==> config.mk <==
export PLATFORM = sky130hd
export DESIGN_NAME = ext_bus_seq
export DESIGN_NICKNAME = d
export VERILOG_FILES = /design/src/rtl/ext_bus_seq.sv
export SDC_FILE = /design/constraint.sdc
export NUM_CORES = 1
export LEC_CHECK = 0
export BUFFER_PORTS_ARGS = -buffer_cell sky130_fd_sc_hd__buf_2
export CORE_MARGIN = 1.5
export CORE_UTILIZATION = 23
export DETAILED_ROUTE_END_ITERATION = 12
export PLACE_DENSITY = 0.4
export REMOVE_ABC_BUFFERS = 1
export SLEW_MARGIN = 20
export SYNTH_ARGS = -nofsm -noshare
export SYNTH_HDL_FRONTEND = slang
export SYNTH_SLANG_ARGS = --single-unit
==> constraint.sdc <==
create_clock -name clk -period 2.55 [get_ports clk]
set_input_delay 0.51 -clock clk [delete_from_list [all_inputs] [get_ports clk]]
set_output_delay 0.51 -clock clk [all_outputs]
set_load 0.01 [all_outputs]
==> src/rtl/ext_bus_seq.sv <==
module ext_bus_seq #(
  parameter int AW = 16,
  parameter int DW = 8
) (
  input  logic             clk,
  input  logic             rst,
  input  logic             ext_exec,
  input  logic             ale_off,
  input  logic [AW-1:0]    fetch_addr,
  input  logic             acc_req,
  input  logic             acc_wr,
  input  logic             acc_wide,
  input  logic [AW-1:0]    acc_addr,
  input  logic [DW-1:0]    acc_wdata,
  input  logic [AW-DW-1:0] hi_latch,
  input  logic [DW-1:0]    bus_in,
  output logic             ale,
  output logic             psen_n,
  output logic             rd_n,
  output logic             wr_n,
  output logic [DW-1:0]    bus_out,
  output logic             bus_oe,
  output logic [AW-DW-1:0] hi_out,
  output logic [DW-1:0]    rd_data,
  output logic             rd_valid
);
  localparam int SLOT = 6;
  localparam int MC = 2 * SLOT;
  localparam logic [3:0] LAST = 4'(MC - 1);
  localparam logic [3:0] HALF = 4'(SLOT);
  localparam logic [3:0] STB_ON = 4'(SLOT - 1);
  localparam logic [3:0] STB_OFF = 4'(MC - 2);

  logic [3:0]    ph, off;
  logic          dcyc, dwr, dwide;
  logic [AW-1:0] da, fa;
  logic [DW-1:0] dwd;
  logic          addr_ph, strobe_ph, rd_cyc;

  always_ff @(posedge clk) begin
    if (rst) begin
      ph <= '0; dcyc <= 1'b0; dwr <= 1'b0; dwide <= 1'b0;
      da <= '0; dwd <= '0; fa <= '0; rd_data <= '0;
    end else begin
      ph <= (ph == LAST) ? '0 : ph + 4'd1;
      if (ph == LAST || ph == HALF - 4'd1) fa <= fetch_addr;
      if (ph == LAST) begin
        dcyc <= acc_req; dwr <= acc_wr; dwide <= acc_wide;
        da <= acc_addr; dwd <= acc_wdata;
      end
      if (rd_cyc && ph == STB_OFF) rd_data <= bus_in;
    end
  end

  assign off       = (ph >= HALF) ? ph - HALF : ph;
  assign addr_ph   = off < 4'd3;
  assign strobe_ph = ph >= STB_ON && ph <= STB_OFF;
  assign rd_cyc    = dcyc && !dwr;

  assign ale = !rst && (dcyc ? (ph < 4'd2) : (off < 4'd2 && (ext_exec || !ale_off)));
  assign psen_n = rst || dcyc || !ext_exec || addr_ph;
  assign rd_n = !(!rst && rd_cyc && strobe_ph);
  assign wr_n = !(!rst && dcyc && dwr && strobe_ph);
  assign bus_oe = !rst && (dcyc ? (ph < 4'd3 || dwr) : (ext_exec && addr_ph));
  assign bus_out = dcyc ? ((ph < 4'd3) ? da[DW-1:0] : dwd) : fa[DW-1:0];
  assign hi_out = rst ? hi_latch
                : dcyc ? (dwide ? da[AW-1:DW] : hi_latch)
                : (ext_exec ? fa[AW-1:DW] : hi_latch);
  assign rd_valid = !rst && rd_cyc && ph == LAST;
endmodule


==> results.cfg <==
[status]
status = completed

[die]
ioPinCount = 93
core_um2 = 11560
start_util = 0.2393
die_h_um = 112.7
die-area_um2 = 12700
row_count = 39
die_x_um = 112.7

[cts]
clockRootBuffer = clkbuf_16
holdBufCountCts = 0
insertion_delay_ns = 0.29
numCtsBuffers = 5
htreeDepth = 2
cts_sinks = 55
cts_resized = 0
cts.clk_slew.worst_paths_ns = 0.07
cts_setup_buffers = 0
cts_tree = yes
clockBufferDepth = 2

[logic_synthesis]
syn_inst = 346
synthMuxAreaShare = 0.1193
synth-edff-count = 0
synth-async-reset-ratio = 0
synthXorXnorAreaFrac = 0.003165
synth_area_um2 = 2768
synthFlopType = dfxtp_1
ys_warn_count = 0
synth_compound_area_frac = 0.1546
synthAdderAreaFrac = 0.01808
yosysUniqueCellTypes = 38
synth-seq-cells = 55
synth_top_family_by_area = simple AND/OR/NAND/NOR gates
synth_area_per_cell_um2 = 7.999
synth_seq_area_share = 0.3978
yosys.area_share.simple = 0.2405

[detailed_routing]
antenna_left = 0
via_per_inst = 4.488
finalWirelength_um = 8178
wire_per_inst_um = 14.25
drt_pass1_iterations = 4
remaining_drc_errors = 0
drt_iter0_drc = 90
via_count = 2576

[sta]
fmax_mhz = 420.0
setup_viol = 0
fin_ws_ns = 0.1691
finalSetupTns_ns = 0
drv_slew = 0
post-route-min-period_ns = 2.381
slew_headroom = 0.5925
worstMarginPinSlew_ns = 0.6099
rsz0062_at_grt = no
hold_viol = 0
min_period_over_period = 0.9337
clock-skew-final_ns = 0.007480

[run]
drv_cap = 0

[layout]
drive_gt1_frac = 0.2691
diodes = 0
synthToLayoutAreaGrowth_pct = 26.18
final_common_cell = nand2_1
final_cell_mix = 110 x nand2_1, 92 x buf_2, 55 x dfxtp_1
fillCellCount = 1268
final_nets = 497
finalCoreUtilization = 0.3020

[power]
ir_drop_mv = 0.2637
p_leak_nw = 1.518
p_total_mw = 1.877
powerDensity_nw_per_um2 = 537.4

[worst_setup_path]
cp-end-kind = primary output
arrival_ns = 1.87
critPathKind = reg2out
cp_max_fo = 9
cp-start-kind = flip-flop
reg2reg_to = fa[7]
cp.required_ns = 2.04
regToRegSetupSlack_ns = 0.61
r2r_cells = 4
r2r_start = ph[1]

[grt]
grt_start_max_net_pins = 31
antenna_found_initial = 0
grt_pass1_vias = 2507
grtUsageTotal = 0.1290
grt_pass1_wl_um = 12950
grt-ovfl-total = 0

[placement]
gp_congestion = 0.7470
dp_hpwl_um = 5941
dpl_worst_slack_ns = 0.3404
port-buffer-count = 92

[min_path]
hold_depth = 3
hold_end = dwd[4]
min_path_type = in2reg
hp-start = acc_wdata[4]
==> power breakdown <==
part | internal [mW] | switching, mW | leakage [nW]
logic | 0.0955 | 0.107 | 0.993
clock network | 0.469 | 0.327 | 0.0815
registers | 0.866 | 0.0129 | 0.444
==> synth_stat cells, types with 7 or more instances <==
| cell type | n | area, µm² |
|---|---|---|
| nor2b_1 | 7 | 43.79 |
| mux2i_1 | 33 | 330.3 |
| dfxtp_1 | 55 | 1101 |
| a21oi_1 | 39 | 195.2 |
| nand2_1 | 110 | 412.9 |
| clkbuf_1 | 11 | 41.29 |
| inv_1 | 8 | 30.03 |
| nor2_1 | 13 | 48.80 |
==> routing by layer <==
metal / GRT usage / share of wire / vias to the layer above
met3: 0.02517 / 0.034 / 4
met5: 0 / 0 / -
met4: 0.03460 / 0.0087 / 0
met1: 0.1762 / 0.49 / 1185
li1: - / - / 1338
met2: 0.2085 / 0.46 / 49
==> stage by stage <==
| step | std cells | hold slack, ns | instance area [µm²] |
|---|---|---|---|
| final | 574 | 0.4427 | 3492 |
| after global routing | 574 | 0.4404 | 3492 |
| after CTS | 574 | 0.4376 | 3492 |
| after detailed placement | 566 | 0.4483 | 3324 |
| after global placement | 566 | 0.4446 | 3324 |
| after floorplan | 322 | 0.4296 | 2618 |
==> cells by family after synthesis <==
kind of cell / Yosys count
buffers and inverters: 33
adder cells (fa/ha/maj): 4
multiplexers: 33
AO/OA/AOI/OAI: 68
XOR/XNOR: 1
AND/OR/NAND/NOR: 152
flip-flops: 55
==> final cells by class <==
type | instances | area (µm²) | area share
timing repair buffer | 101 | 528.0 | 0.1512
multi-input combinational | 258 | 1483 | 0.4246
inverter | 9 | 33.78 | 0.009674
clock buffer | 6 | 128.9 | 0.03690
tap | 143 | 178.9 | 0.05124
clock inverter | 2 | 38.79 | 0.01111
sequential | 55 | 1101 | 0.3153
==> how the worst max path moves through the flow <==
stage / startpoint / cells past startpoint / endpoint
after floorplan: ph[1] / 3 / rd_valid
after global placement: rst / 5 / wr_n
after detailed placement: rst / 5 / wr_n
after CTS: ph[1] / 6 / bus_out[6]
after global routing: ph[1] / 6 / bus_out[6]
final: ph[1] / 6 / bus_out[1]
==> critical path: stages (launching register included) <==
cell and delay (ns):
dfxtp_1 0.52, ha_1 0.33, nor3_2 0.05, buf_4 0.21, mux2i_1 0.13, a21oi_1 0.18, buf_2 0.16
==> registers in the layout, summed over array words and instances, names as in the netlist <==
register	cells
fa	16
dwr	1
ph	4
da	16
dwd	8
dwide	1
rd_data	8
dcyc	1
(Power assumes the default switching activity.)
